[src/rtl/bsr_pkg.sv]
package bsr_pkg;
  typedef enum logic [1:0] {
    KIND_IN    = 2'd0,
    KIND_OUT   = 2'd1,
    KIND_TRI   = 2'd2,
    KIND_BIDIR = 2'd3
  } pin_kind_e;

  function automatic int kind_bits(logic [1:0] k);
    case (k)
      KIND_IN, KIND_OUT: return 1;
      KIND_TRI:          return 2;
      default:           return 3;
    endcase
  endfunction
endpackage

[src/rtl/bsr_cell.sv]
module bsr_cell (
  input  logic clk_i,
  input  logic rst_ni,
  input  logic cap_en_i,
  input  logic shift_en_i,
  input  logic upd_en_i,
  input  logic cap_d_i,
  input  logic scan_i,
  output logic scan_o,
  output logic upd_o
);
  logic shift_q, upd_q;

  always_ff @(posedge clk_i or negedge rst_ni) begin
    if (!rst_ni)         shift_q <= 1'b0;
    else if (cap_en_i)   shift_q <= cap_d_i;
    else if (shift_en_i) shift_q <= scan_i;
  end

  // separate update stage keeps pins still during shift
  always_ff @(posedge clk_i or negedge rst_ni) begin
    if (!rst_ni)       upd_q <= 1'b0;
    else if (upd_en_i) upd_q <= shift_q;
  end

  assign scan_o = shift_q;
  assign upd_o  = upd_q;

  p_capture_r4: assert property (@(posedge clk_i) disable iff (!rst_ni)
    cap_en_i |=> scan_o == $past(cap_d_i));
  p_shift_r5: assert property (@(posedge clk_i) disable iff (!rst_ni)
    (shift_en_i && !cap_en_i) |=> scan_o == $past(scan_i));
  p_hold_r6: assert property (@(posedge clk_i) disable iff (!rst_ni)
    !upd_en_i |=> $stable(upd_o));
endmodule

[src/rtl/bsr_pin.sv]
module bsr_pin
  import bsr_pkg::*;
#(
  parameter logic [1:0] KIND = 2'd0
) (
  input  logic clk_i,
  input  logic rst_ni,
  input  logic cap_en_i,
  input  logic shift_en_i,
  input  logic upd_en_i,
  input  logic override_i,
  input  logic scan_i,
  output logic scan_o,
  input  logic pad_i_i,
  input  logic core_o_i,
  input  logic core_oe_i,
  output logic core_i_o,
  output logic pad_o_o,
  output logic pad_oe_o
);
  localparam int NB = kind_bits(KIND);

  logic [NB-1:0] cap_d, upd;
  logic [NB:0]   link;

  assign link[NB] = scan_i;
  assign scan_o   = link[0];

  for (genvar b = 0; b < NB; b++) begin : g_bit
    bsr_cell u_cell (
      .clk_i      (clk_i),
      .rst_ni     (rst_ni),
      .cap_en_i   (cap_en_i),
      .shift_en_i (shift_en_i),
      .upd_en_i   (upd_en_i),
      .cap_d_i    (cap_d[b]),
      .scan_i     (link[b+1]),
      .scan_o     (link[b]),
      .upd_o      (upd[b])
    );
  end

  if (KIND == KIND_IN) begin : g_in
    logic unused_in;
    assign unused_in = core_o_i ^ core_oe_i;
    assign cap_d    = pad_i_i;
    assign core_i_o = override_i ? upd[0] : pad_i_i;
    assign pad_o_o  = 1'b0;
    assign pad_oe_o = 1'b0;
  end else if (KIND == KIND_OUT) begin : g_out
    logic unused_out;
    assign unused_out = pad_i_i ^ core_oe_i;
    assign cap_d    = core_o_i;
    assign core_i_o = 1'b0;
    assign pad_o_o  = override_i ? upd[0] : core_o_i;
    assign pad_oe_o = 1'b1;
  end else if (KIND == KIND_TRI) begin : g_tri
    logic unused_tri;
    assign unused_tri = pad_i_i;
    assign cap_d    = {core_oe_i, core_o_i};
    assign core_i_o = 1'b0;
    assign pad_o_o  = override_i ? upd[0] : core_o_i;
    assign pad_oe_o = override_i ? upd[1] : core_oe_i;
  end else begin : g_bidir
    assign cap_d    = {core_oe_i, core_o_i, pad_i_i};
    assign core_i_o = override_i ? upd[0] : pad_i_i;
    assign pad_o_o  = override_i ? upd[1] : core_o_i;
    assign pad_oe_o = override_i ? upd[2] : core_oe_i;
  end
endmodule

[src/rtl/bsr_chain.sv]
module bsr_chain
  import bsr_pkg::*;
#(
  parameter int                    NUM_PINS  = 5,
  parameter int                    IR_W      = 4,
  parameter logic [2*NUM_PINS-1:0] PIN_KINDS = 10'b11_11_10_01_00
) (
  input  logic                clk_i,
  input  logic                rst_ni,
  input  logic [IR_W-1:0]     ir_i,
  input  logic                tap_reset_i,
  input  logic                capture_i,
  input  logic                shift_i,
  input  logic                update_i,
  input  logic                tdi_i,
  output logic                tdo_o,
  input  logic [NUM_PINS-1:0] pad_i_i,
  input  logic [NUM_PINS-1:0] core_o_i,
  input  logic [NUM_PINS-1:0] core_oe_i,
  output logic [NUM_PINS-1:0] core_i_o,
  output logic [NUM_PINS-1:0] pad_o_o,
  output logic [NUM_PINS-1:0] pad_oe_o
);
  logic sel, cap_en, shift_en, upd_en, override_q;
  logic [NUM_PINS:0] chain;

  assign sel      = (ir_i == '0);
  assign cap_en   = sel & capture_i;
  assign shift_en = sel & shift_i;
  assign upd_en   = sel & update_i;

  always_ff @(posedge clk_i or negedge rst_ni) begin
    if (!rst_ni)          override_q <= 1'b0;
    else if (tap_reset_i) override_q <= 1'b0;
    else if (upd_en)      override_q <= 1'b1;
  end

  assign chain[NUM_PINS] = tdi_i;
  assign tdo_o           = chain[0];

  for (genvar p = 0; p < NUM_PINS; p++) begin : g_pin
    bsr_pin #(.KIND(PIN_KINDS[2*p +: 2])) u_pin (
      .clk_i      (clk_i),
      .rst_ni     (rst_ni),
      .cap_en_i   (cap_en),
      .shift_en_i (shift_en),
      .upd_en_i   (upd_en),
      .override_i (override_q),
      .scan_i     (chain[p+1]),
      .scan_o     (chain[p]),
      .pad_i_i    (pad_i_i[p]),
      .core_o_i   (core_o_i[p]),
      .core_oe_i  (core_oe_i[p]),
      .core_i_o   (core_i_o[p]),
      .pad_o_o    (pad_o_o[p]),
      .pad_oe_o   (pad_oe_o[p])
    );
  end

  p_ignore_r1: assert property (@(posedge clk_i) disable iff (!rst_ni)
    !sel |=> $stable(tdo_o));
  p_enter_r7: assert property (@(posedge clk_i) disable iff (!rst_ni)
    (upd_en && !tap_reset_i) |=> override_q);
  p_tap_reset_r9: assert property (@(posedge clk_i) disable iff (!rst_ni)
    tap_reset_i |=> !override_q);
  p_reset_wins_r10: assert property (@(posedge clk_i) disable iff (!rst_ni)
    (tap_reset_i && update_i) |=> !override_q);
endmodule

[config.mk]
export PLATFORM = sky130hd
export DESIGN_NAME = bsr_chain
export DESIGN_NICKNAME = d
export VERILOG_FILES = /design/src/rtl/bsr_pkg.sv /design/src/rtl/bsr_cell.sv /design/src/rtl/bsr_pin.sv /design/src/rtl/bsr_chain.sv
export SDC_FILE = /design/constraint.sdc
export NUM_CORES = 1
export LEC_CHECK = 0
export ABC_AREA = 1
export BUFFER_PORTS_ARGS = -buffer_cell sky130_fd_sc_hd__buf_2
export CAP_MARGIN = 25
export CORE_MARGIN = 5
export CORE_UTILIZATION = 49
export DETAILED_ROUTE_END_ITERATION = 12
export PLACE_DENSITY = 0.78
export SYNTH_ARGS = -nofsm -noshare
export SYNTH_HDL_FRONTEND = slang
export SYNTH_SLANG_ARGS = --single-unit
[constraint.sdc]
create_clock -name clk_i -period 1.2 [get_ports clk_i]
set_input_delay 0.18 -clock clk_i [delete_from_list [all_inputs] [get_ports clk_i]]
set_output_delay 0.18 -clock clk_i [all_outputs]
set_load 0.05 [all_outputs]
==> run summary <==
- post-synthesis cell count: 167
- result of the run: finished, violations left
- number of violations reported at the end of detailed-routing iteration 0: 49
- x dimension of the die: 60.3 µm
- worst-skew pair later-pin latency: 300 ps
- effective utilization at floorplan: 0.505
- Remaining Overflow, GRT: 0
- Post-Synthesis Mean Instance Area: 7.42 µm²
- final critical-path share of the clock period: 1.16
- routability congestion estimate: 0.879
- Static Leakage: 0.791 nW
- maximum level of the CTS H-tree: 1
- signal arrival time at the worst endpoint: 1210 ps
- root buffer cell: clkbuf_4
- commonest non-fill, non-tap cells in the layout: 49 x nand2_1, 22 x inv_1, 21 x dfrtp_1, 21 x buf_2, 11 x nand3_1
- worst min-delay path category: primary input to register
- maximum number of buffers from clock root to sink: 2
- Rows: 18
- Unique masters post-synth: 18
- critical path's largest stage delay: 410 ps
- power density relative to cell area: 1190 mW/mm²
- antenna violations before repair: 0
- shortest clock period the worst path allows after layout: 1390 ps
- CTS tree: done
- number of primary I/O pins: 42
- highest fanout seen on the critical path: 21
- combined flip-flop and latch cell area: 526 µm²
- number of buffers created by CTS: 3
- synthesis-stage register bit count: 21
- number of sinks on the clock net: 21
- worst hold path cell count: 2
- Final ANT Viol Nets: 0
- power consumption: 1.77 mW
- violated checks: negative setup slack
- top cells by area, synth: dfrtp_1 42%, nand2_1 15%, buf_4 9.1%
- category of the worst setup path launch point: register
- peak clock frequency supported by timing: 0.721 GHz
- area occupied by multi-input gates: 523 µm²
- vias in the first global route: 1027
- number of enable-type register cells in the synthesized netlist: 0
- DRC Markers: 0
- max-capacitance violation count: 0
- worst r2r path cells: 3
- sink of the worst hold path: override_q$_DFFE_PN0P_
- wire length per cell after detailed routing: 12.0 µm
- share of the yosys chip area belonging to registers: 0.424
- height of the die: 60.3 µm
- register-to-register path setup slack: 390 ps
- top-area cell type share of the netlist area: 0.424
- kind of capture point of the worst setup path: output pin
- Fill cells: 210
- Worst path slowest cell: dfrtp_1
- area of the core: 0.00245 mm²
- global router's overall resource usage: 0.160
- count of vias placed by the detailed router: 1113
- Post-Synthesis Cell Area: 0.00124 mm²
- port bufs: 31
- data required time at the worst endpoint: 1020 ps
- total length of routed wires: 2620 µm
- count of synthesis-stage warnings from yosys: 0
- post-route clock skew: 2.99 ps
- leading cell type in the layout, fill and taps excluded: nand2_1
- number of max-slew violations in the final report: 0
- TritonRoute pass-1 iters: 4
- peak supply drop: 629 µV
- total die area: 0.00364 mm²
- crit path kind: register to output pin
- number of endpoints failing setup at the final stage: 10
- post-CTS clock slew at the launch and capture registers of the worst setup and hold paths: 110 ps
- HP Start: tap_reset_i
- fraction of layout instances using a drive strength above 1: 0.307
- Vias/cell: 5.08
- start of the worst register-to-register path: override_q$_DFFE_PN0P_
- endpoint of the lowest-slack register-to-register path: override_q$_DFFE_PN0P_
- Area Overhead vs Synth: 19.8%
- wire length of the first global-routing pass: 4390 µm
- count of final hold-check violations: 0
- async set or reset register ratio after synthesis: 1.00
- Detailed Place HPWL: 1920 µm
- Primary FF master, synth: dfrtp_1
- worst slack at placement: 32.6 ps
- setup slack after layout: -188 ps
- most area-hungry cell type in the Yosys netlist: dfrtp_1
- crit path cell chain: buf_12, o21ai_2, buf_6
- RSZ-0062 raised after global routing: yes
- net count of the finished layout: 216
- antenna fix cells: 0
- maximum number of pins on one net before global-route repair: 22
[where the power goes]
group          leakage, nW  internal (mW)  switching (mW)  total (mW)
combinational        0.489          0.184           0.343       0.527
clock               0.0177          0.124           0.215       0.339
sequential           0.284          0.834          0.0694       0.903
[repair_timing]
action / CTS / global route
resized for setup: 40 / 1
hold buffers: 1 / 0
buffers inserted: 0 / 0
endpoints found under the hold margin: 21 / 0
setup endpoints to repair: 10 / 10
[logic make-up after synthesis]
logic type / count (synthesis) / share of synthesized area
AOI/OAI and AO/OA: 21 / 0.0848
buffers and inverters: 46 / 0.196
DFF: 21 / 0.424
other: 2 / 0.00606
and+or+nand+nor: 77 / 0.290
[through the flow]
| step | hold slack, ps | std cells | TNS, ps | instance area, µm² | util |
|---|---|---|---|---|---|
| global route | 4.50 | 219 | -2400 | 1490 | 0.605 |
| floorplan | -116 | 170 | 0 | 1250 | - |
| global placement | 153 | 214 | 0 | 1350 | 0.548 |
| detailed placement | 157 | 214 | 0 | 1350 | 0.548 |
| CTS | 3.30 | 219 | -1870 | 1480 | 0.604 |
| finish | 6.92 | 219 | -1790 | 1490 | 0.605 |
[worst max-delay path by stage]
stage	to	slack (ps)	cells past startpoint	startpoint
CTS	pad_o_o[3]	-190	4	override_q$_DFFE_PN0P_
global placement	pad_oe_o[4]	50	3	override_q$_DFFE_PN0P_
detailed placement	pad_oe_o[2]	30	3	override_q$_DFFE_PN0P_
global route	pad_oe_o[4]	-250	4	override_q$_DFFE_PN0P_
finish	pad_o_o[3]	-190	3	override_q$_DFFE_PN0P_
floorplan	core_i_o[3]	80	4	override_q$_DFFE_PN0P_
[Yosys cell counts (2+ instances only)]
master / count
o21ai_0: 10
buf_4: 15
inv_1: 22
conb_1: 2
dfrtp_1: 21
nand2_1: 50
nand3_1: 11
nand4_1: 10
nor2_4: 3
buf_2: 5
o21ai_1: 10
clkbuf_1: 2
[flip-flops by register name, summed over array words and instances, names as in the netlist]
name,count
g_pin.u_pin.g_bit.u_cell.upd_o,10
override_q,1
g_pin.u_pin.g_bit.u_cell.scan_o,10
[critical path: cells and delay by family, from the launching register on]
| family | cells | cell delay, ps |
|---|---|---|
| buf+inv | 2 | 340 |
| compound gates | 1 | 150 |
| flops | 1 | 410 |
[final cells by class]
type,instances,area share
repair buffers,38,0.192
multi-input cells,103,0.352
well taps,30,0.0253
clock inverters,1,0.00337
inverters,23,0.0581
flip-flops and latches,21,0.354
clock buffers,3,0.0152
[routing by layer]
metal,vias up,share of wire,global-route usage
li1,554,-,-
met5,-,0,0
met2,35,0.50,0.276
met3,8,0.052,0.0324
met1,516,0.43,0.184
met4,0,0.021,0.0886
Power figures use the tool's default switching activity.
